File: src/rtl/dif_bfly_pkg.sv
package dif_bfly_pkg;

    // Default word widths and fixed-point layout of the butterfly.
    localparam int unsigned DATA_W_DEF = 4;
    localparam int unsigned TWID_W_DEF = 4;
    localparam int unsigned FRAC_W_DEF = 2;

    // Pipeline depth: one register after add/subtract, one after multiply.
    localparam int unsigned PIPE_LAT = 2;

endpackage

File: src/rtl/dif_bfly_addsub.sv
module dif_bfly_addsub #(
    parameter int unsigned DW = dif_bfly_pkg::DATA_W_DEF
) (
    input  logic signed [DW-1:0] p_re,
    input  logic signed [DW-1:0] p_im,
    input  logic signed [DW-1:0] q_re,
    input  logic signed [DW-1:0] q_im,
    output logic signed [DW-1:0] sum_re,
    output logic signed [DW-1:0] sum_im,
    output logic signed [DW-1:0] dif_re,
    output logic signed [DW-1:0] dif_im
);

    // Results keep DW bits, so every operation wraps modulo 2^DW.
    always_comb begin
        sum_re = p_re + q_re;
        sum_im = p_im + q_im;
        dif_re = p_re - q_re;
        dif_im = p_im - q_im;
    end

endmodule

File: src/rtl/dif_bfly_tmul.sv
module dif_bfly_tmul #(
    parameter int unsigned DW   = dif_bfly_pkg::DATA_W_DEF,
    parameter int unsigned TW   = dif_bfly_pkg::TWID_W_DEF,
    parameter int unsigned FRAC = dif_bfly_pkg::FRAC_W_DEF
) (
    input  logic signed [DW-1:0] x,
    input  logic signed [TW-1:0] w,
    output logic signed [DW-1:0] y
);

    localparam int unsigned PW = DW + TW;
    localparam int unsigned HI = FRAC + DW;

    logic signed [PW-1:0] prod;
    logic [PW-HI-1:0]     unused_hi;
    logic [FRAC-1:0]      unused_lo;

    // Full-precision signed product.
    assign prod = $signed({{TW{x[DW-1]}}, x}) * $signed({{DW{w[TW-1]}}, w});

    // Keep the DW-bit window just above the fraction bits. Dropping the
    // low bits floors the result; dropping the high bits wraps it.
    assign y         = prod[HI-1:FRAC];
    assign unused_hi = prod[PW-1:HI];
    assign unused_lo = prod[FRAC-1:0];

endmodule

File: src/rtl/dif_bfly_twid.sv
module dif_bfly_twid #(
    parameter int unsigned DW   = dif_bfly_pkg::DATA_W_DEF,
    parameter int unsigned TW   = dif_bfly_pkg::TWID_W_DEF,
    parameter int unsigned FRAC = dif_bfly_pkg::FRAC_W_DEF
) (
    input  logic signed [DW-1:0] d_re,
    input  logic signed [DW-1:0] d_im,
    input  logic signed [TW-1:0] w_re,
    input  logic signed [TW-1:0] w_im,
    output logic signed [DW-1:0] r_re,
    output logic signed [DW-1:0] r_im
);

    localparam int unsigned NMUL = 4;

    // Product index: bit 1 selects the data part, bit 0 the twiddle part.
    // 0: d_re*w_re  1: d_re*w_im  2: d_im*w_re  3: d_im*w_im
    logic signed [DW-1:0] part [NMUL];

    for (genvar g = 0; g < NMUL; g++) begin : g_mul
        logic signed [DW-1:0] xs;
        logic signed [TW-1:0] ws;
        assign xs = (g / 2 == 1) ? d_im : d_re;
        assign ws = (g % 2 == 1) ? w_im : w_re;
        dif_bfly_tmul #(.DW(DW), .TW(TW), .FRAC(FRAC)) i_tmul (
            .x(xs),
            .w(ws),
            .y(part[g])
        );
    end

    always_comb begin
        r_re = part[0] - part[3];
        r_im = part[1] + part[2];
    end

endmodule

File: src/rtl/dif_bfly_r2.sv
module dif_bfly_r2 #(
    parameter int unsigned DW   = dif_bfly_pkg::DATA_W_DEF,
    parameter int unsigned TW   = dif_bfly_pkg::TWID_W_DEF,
    parameter int unsigned FRAC = dif_bfly_pkg::FRAC_W_DEF
) (
    input  logic                 clk,
    input  logic                 rst_n,
    input  logic                 in_valid,
    input  logic signed [DW-1:0] p_re,
    input  logic signed [DW-1:0] p_im,
    input  logic signed [DW-1:0] q_re,
    input  logic signed [DW-1:0] q_im,
    input  logic signed [TW-1:0] w_re,
    input  logic signed [TW-1:0] w_im,
    output logic                 out_valid,
    output logic signed [DW-1:0] up_re,
    output logic signed [DW-1:0] up_im,
    output logic signed [DW-1:0] lo_re,
    output logic signed [DW-1:0] lo_im
);

    typedef struct packed {
        logic                 vld;
        logic signed [DW-1:0] sum_re;
        logic signed [DW-1:0] sum_im;
        logic signed [DW-1:0] dif_re;
        logic signed [DW-1:0] dif_im;
        logic signed [TW-1:0] tw_re;
        logic signed [TW-1:0] tw_im;
    } as_stage_t;

    typedef struct packed {
        logic                 vld;
        logic signed [DW-1:0] up_re;
        logic signed [DW-1:0] up_im;
        logic signed [DW-1:0] lo_re;
        logic signed [DW-1:0] lo_im;
    } mul_stage_t;

    as_stage_t  as_d, as_q;
    mul_stage_t mul_d, mul_q;

    logic signed [DW-1:0] c_sum_re, c_sum_im, c_dif_re, c_dif_im;
    logic signed [DW-1:0] c_rot_re, c_rot_im;

    dif_bfly_addsub #(.DW(DW)) i_addsub (
        .p_re  (p_re),
        .p_im  (p_im),
        .q_re  (q_re),
        .q_im  (q_im),
        .sum_re(c_sum_re),
        .sum_im(c_sum_im),
        .dif_re(c_dif_re),
        .dif_im(c_dif_im)
    );

    dif_bfly_twid #(.DW(DW), .TW(TW), .FRAC(FRAC)) i_twid (
        .d_re(as_q.dif_re),
        .d_im(as_q.dif_im),
        .w_re(as_q.tw_re),
        .w_im(as_q.tw_im),
        .r_re(c_rot_re),
        .r_im(c_rot_im)
    );

    // Next-state logic: each stage loads only when its incoming valid is set.
    always_comb begin
        as_d     = as_q;
        as_d.vld = in_valid;
        if (in_valid) begin
            as_d.sum_re = c_sum_re;
            as_d.sum_im = c_sum_im;
            as_d.dif_re = c_dif_re;
            as_d.dif_im = c_dif_im;
            as_d.tw_re  = w_re;
            as_d.tw_im  = w_im;
        end

        mul_d     = mul_q;
        mul_d.vld = as_q.vld;
        if (as_q.vld) begin
            mul_d.up_re = as_q.sum_re;
            mul_d.up_im = as_q.sum_im;
            mul_d.lo_re = c_rot_re;
            mul_d.lo_im = c_rot_im;
        end
    end

    always_ff @(posedge clk or negedge rst_n) begin
        if (!rst_n) begin
            as_q  <= '0;
            mul_q <= '0;
        end else begin
            as_q  <= as_d;
            mul_q <= mul_d;
        end
    end

    assign out_valid = mul_q.vld;
    assign up_re     = mul_q.up_re;
    assign up_im     = mul_q.up_im;
    assign lo_re     = mul_q.lo_re;
    assign lo_im     = mul_q.lo_im;

endmodule

File: config.mk
export PLATFORM = sky130hd
export DESIGN_NAME = dif_bfly_r2
export DESIGN_NICKNAME = d
export VERILOG_FILES = /design/src/rtl/dif_bfly_pkg.sv /design/src/rtl/dif_bfly_addsub.sv /design/src/rtl/dif_bfly_tmul.sv /design/src/rtl/dif_bfly_twid.sv /design/src/rtl/dif_bfly_r2.sv
export SDC_FILE = /design/constraint.sdc
export NUM_CORES = 1
export LEC_CHECK = 0
export BUFFER_PORTS_ARGS = -buffer_cell sky130_fd_sc_hd__clkbuf_2
export CORE_MARGIN = 2
export CORE_UTILIZATION = 60
export CTS_BUF_LIST = sky130_fd_sc_hd__clkbuf_2
export CTS_CLUSTER_DIAMETER = 80
export DETAILED_ROUTE_END_ITERATION = 10
export MAX_ROUTING_LAYER = met4
export PLACE_DENSITY = 0.94
export SLEW_MARGIN = 25
export SYNTH_ARGS = -nofsm -noshare
export SYNTH_HDL_FRONTEND = slang
export SYNTH_SLANG_ARGS = --single-unit
File: constraint.sdc
create_clock -name clk -period 4.9 [get_ports clk]
set_clock_uncertainty 0.2 [all_clocks]
set_input_delay 0.49 -clock clk [delete_from_list [all_inputs] [get_ports clk]]
set_output_delay 0.49 -clock clk [all_outputs]
set_load 0.1 [all_outputs]
==> results.md <==
* Routed len/inst at 14.83 um
* Antenna violations before repair at 0
* # IOs at 44
* Post-Synthesis Cell Area at 3448 um2
* Ant diodes at 0
* DRT Pass-1 Iters at 4
* Max-slew violations at 0
* RSZ-0062 raised after global routing: false
* Most common cell after layout, fill and taps aside: inv_1
* Global route total overflow at 0
* CP startpoint kind: register
* Crit. End Element: register
* Die area at 6370 um2
* Max-cap viol count at 0
* H-tree levels at 2
* Peak Freq at 0.2230 GHz
* DRT iter0 DRCs at 70
* Vias in the first global route at 2536
* Total negative slack at 0 ns
* Minimum clock period at 4.485 ns
* Post-CTS setup buffer count at 0
* Via-per-instance ratio at 5.319
* Yosys warns at 0
* Final core occ at 0.6850
* Status: finished with violations
* Critical-path cell list: nand2b_1 > fa_1 > fa_1 > inv_1 > fa_1 > ha_1 > fa_1 > ha_1 > a21oi_1 > xnor2_1 > xnor2_1 > xnor2_1 > mux2_4
* Core area at 5540 um2
* Worst path max stage delay at 0.62 ns
* CP most frequent cell: fa_1
* Post-CTS sizing at 0
* Fill cells at 408
* Critical path peak fanout at 9
* Global-route wire length before repair at 11470 um
* Failing checks: hold timing
* CTS tree: yes
* Num Clock Sinks at 40
* WL final at 6555 um
* Hold Vio Cnt, Final at 31
* Via count at 2351
* Clk slew on worst S/H paths at 0.20 ns
* Hold Crit Class: primary input to async pin
* CTS Hold Bufs at 0
* Clock share of power at 0.100
* Antenna-violating nets left at 0
* Syn nets at 425
* Reg power frac at 0.201
* Slowest CP cell: dfrtp_1
* CTS max path bufs at 2
* P_int at 1.271 mW
* Max_slew headroom at 0.3981
* Hold_ws at -0.01088 ns
* Row cnt at 27
* Register area share after synthesis at 0.2903
* Routability cong. at 0.8674
* WP data arrival at 4.59 ns
* Die width at 79.81 um
* Worst path required time at 5.01 ns
* Die height at 79.81 um
* DR WL met3 at 358 um
* Nets at 465
* Area growth, synth to finish at 10.05%
* Crit share post-route at 0.9154
* Initial Util at 0.6224
* Net Sw Power at 1.201 mW
* Met1 WL at 2730 um
* Setup violators final at 0
* Unique masters post-synth at 26
* Post-Synthesis Cells at 330
* Post-Synthesis Mean Instance Area at 10.45 um2
* DP HPWL at 5234 um
* Residual DRC at 0
* Sw Ratio at 0.4858
* FF+latch count, synth at 40
* Worst skew pair latency at 0.40 ns
* Worst Path Class, Setup: register to register
* All-Layer GR Usage at 0.2431
* Pwr dens at 651.6 nW/um2
* Most frequent cells in the layout: inv_1, clkbuf_2, dfrtp_1, ha_1, xnor2_1
* Largest net degree at the start of global routing at 41
* WL met2 at 3271 um
* Leakage at 1.937 nW
* Uppermost routed layer: met4
* Peak VDD IR at 0.3869 mV
* PortBufs at 43
* Slew @ Worst Pin at 0.9028 ns
* Comb power frac at 0.699
* Fraction of layout cells with a size suffix above 1 at 0.2027
* CTS root buffer: clkbuf_2
* Num CTS Buffers at 5
==> kinds of logic after synthesis <==
group,count (synthesis),synth area share
fa+ha+maj,68,0.3120
xor+xnor,42,0.1089
mux,29,0.09361
compound gates,19,0.03048
flops,40,0.2903
simple gates,65,0.08999
buf+inv,67,0.07474
==> synth_stat cells <==
master    number  area (um2)
inv_1         57       214.0
a21o_1         2       15.01
xnor2_1       37       324.1
or2b_1         1       7.510
clkbuf_1       4       15.01
and3_1         2       12.51
dfrtp_1       40        1001
o21bai_1       2       15.01
nand2_1       28       105.1
fa_1          30       600.6
and2_1        12       75.07
mux2i_1        6       60.06
mux2_2        22       247.7
nand2b_1       4       25.02
o21ai_0        1       5.000
mux2_4         1       15.01
nand2_2        1       6.260
ha_1          38       475.5
a21oi_1       14       70.07
xor2_2         1       16.27
buf_2          5       25.02
buf_1          1       3.750
nor2_1        13       48.80
and4_1         2       17.52
xor2_1         4       35.03
nor2b_1        2       12.51
==> final timing paths <==
kind                                      startpoint              endpoint  slack [ns]  cells after the start
max in group asynchronous                      rst_n  as_q[17]$_DFFE_PN0P_        3.96                      1
min in group clk                             w_im[0]   as_q[0]$_DFFE_PN0P_        0.10                      2
worst min register to register  lo_im[1]$_DFFE_PN0P_  lo_im[1]$_DFFE_PN0P_        0.33                      2
worst min-delay path                           rst_n  up_re[2]$_DFFE_PN0P_       -0.01                      1
worst max-delay path             as_q[7]$_DFFE_PN0P_  lo_im[3]$_DFFE_PN0P_        0.41                     13
worst max register to register   as_q[7]$_DFFE_PN0P_  lo_im[3]$_DFFE_PN0P_        0.41                     13
==> flip-flops by register name (all words and copies together) (netlist names) <==
name	cells
out_valid	1
up_im	4
lo_im	4
lo_re	4
as_q	23
up_re	4
==> routing by layer <==
| metal | vias to the layer above | GRT usage |
|---|---|---|
| met3 | 20 | 0.03846 |
| li1 | 1094 | - |
| met4 | 0 | 0.09322 |
| met1 | 1148 | 0.2926 |
| met5 | - | - |
| met2 | 89 | 0.4143 |
==> area by class of cell <==
cell class              instances  area (um2)  area share
well taps                      72       90.09     0.02374
flip-flops and latches         40        1001      0.2638
clock inverters                 2       60.06     0.01583
inverters                      57       214.0     0.05638
multi-input cells             223        2190      0.5770
clock buffers                   5       25.02    0.006594
repair buffers                 43       215.2     0.05671
==> power groups by stage <==
| stage | sequential, mW | clock (mW) | combinational (mW) |
|---|---|---|---|
| final | 0.497 | 0.248 | 1.73 |
| after floorplan | 0.825 | 0 | 1.10 |
| after detailed placement | 0.503 | 0 | 1.74 |
| after CTS | 0.496 | 0.249 | 1.75 |
| after global placement | 0.499 | 0 | 1.64 |
| after global routing | 0.512 | 0.260 | 1.92 |
==> critical path: cells and delay by family (launching register included) <==
family                     cells  cell delay [ns]
muxes                          1             0.25
xor gates and xnor gates       3             0.44
buffers and inverters          1             0.06
adders and majority gates      6             2.52
DFF                            1             0.62
AOI/OAI and AO/OA              1             0.18
and+or+nand+nor                1             0.14
==> through the flow <==
step / area (um2) / cells / setup slack (ns) / hold slack, ns / power [mW]
2_1_floorplan: 3448 / 330 / 0.7180 / -0.005591 / 1.923
3_3_place_gp: 3710 / 435 / 0.6118 / 0.2871 / 2.142
3_5_place_dp: 3710 / 435 / 0.4192 / 0.2948 / 2.242
4_1_cts: 3795 / 442 / 0.3809 / 0.03068 / 2.492
5_1_grt: 3795 / 442 / 0.1748 / 0.03690 / 2.693
6_report: 3795 / 442 / 0.4147 / -0.01088 / 2.473
Note: power is estimated with default switching activity, not from simulation.
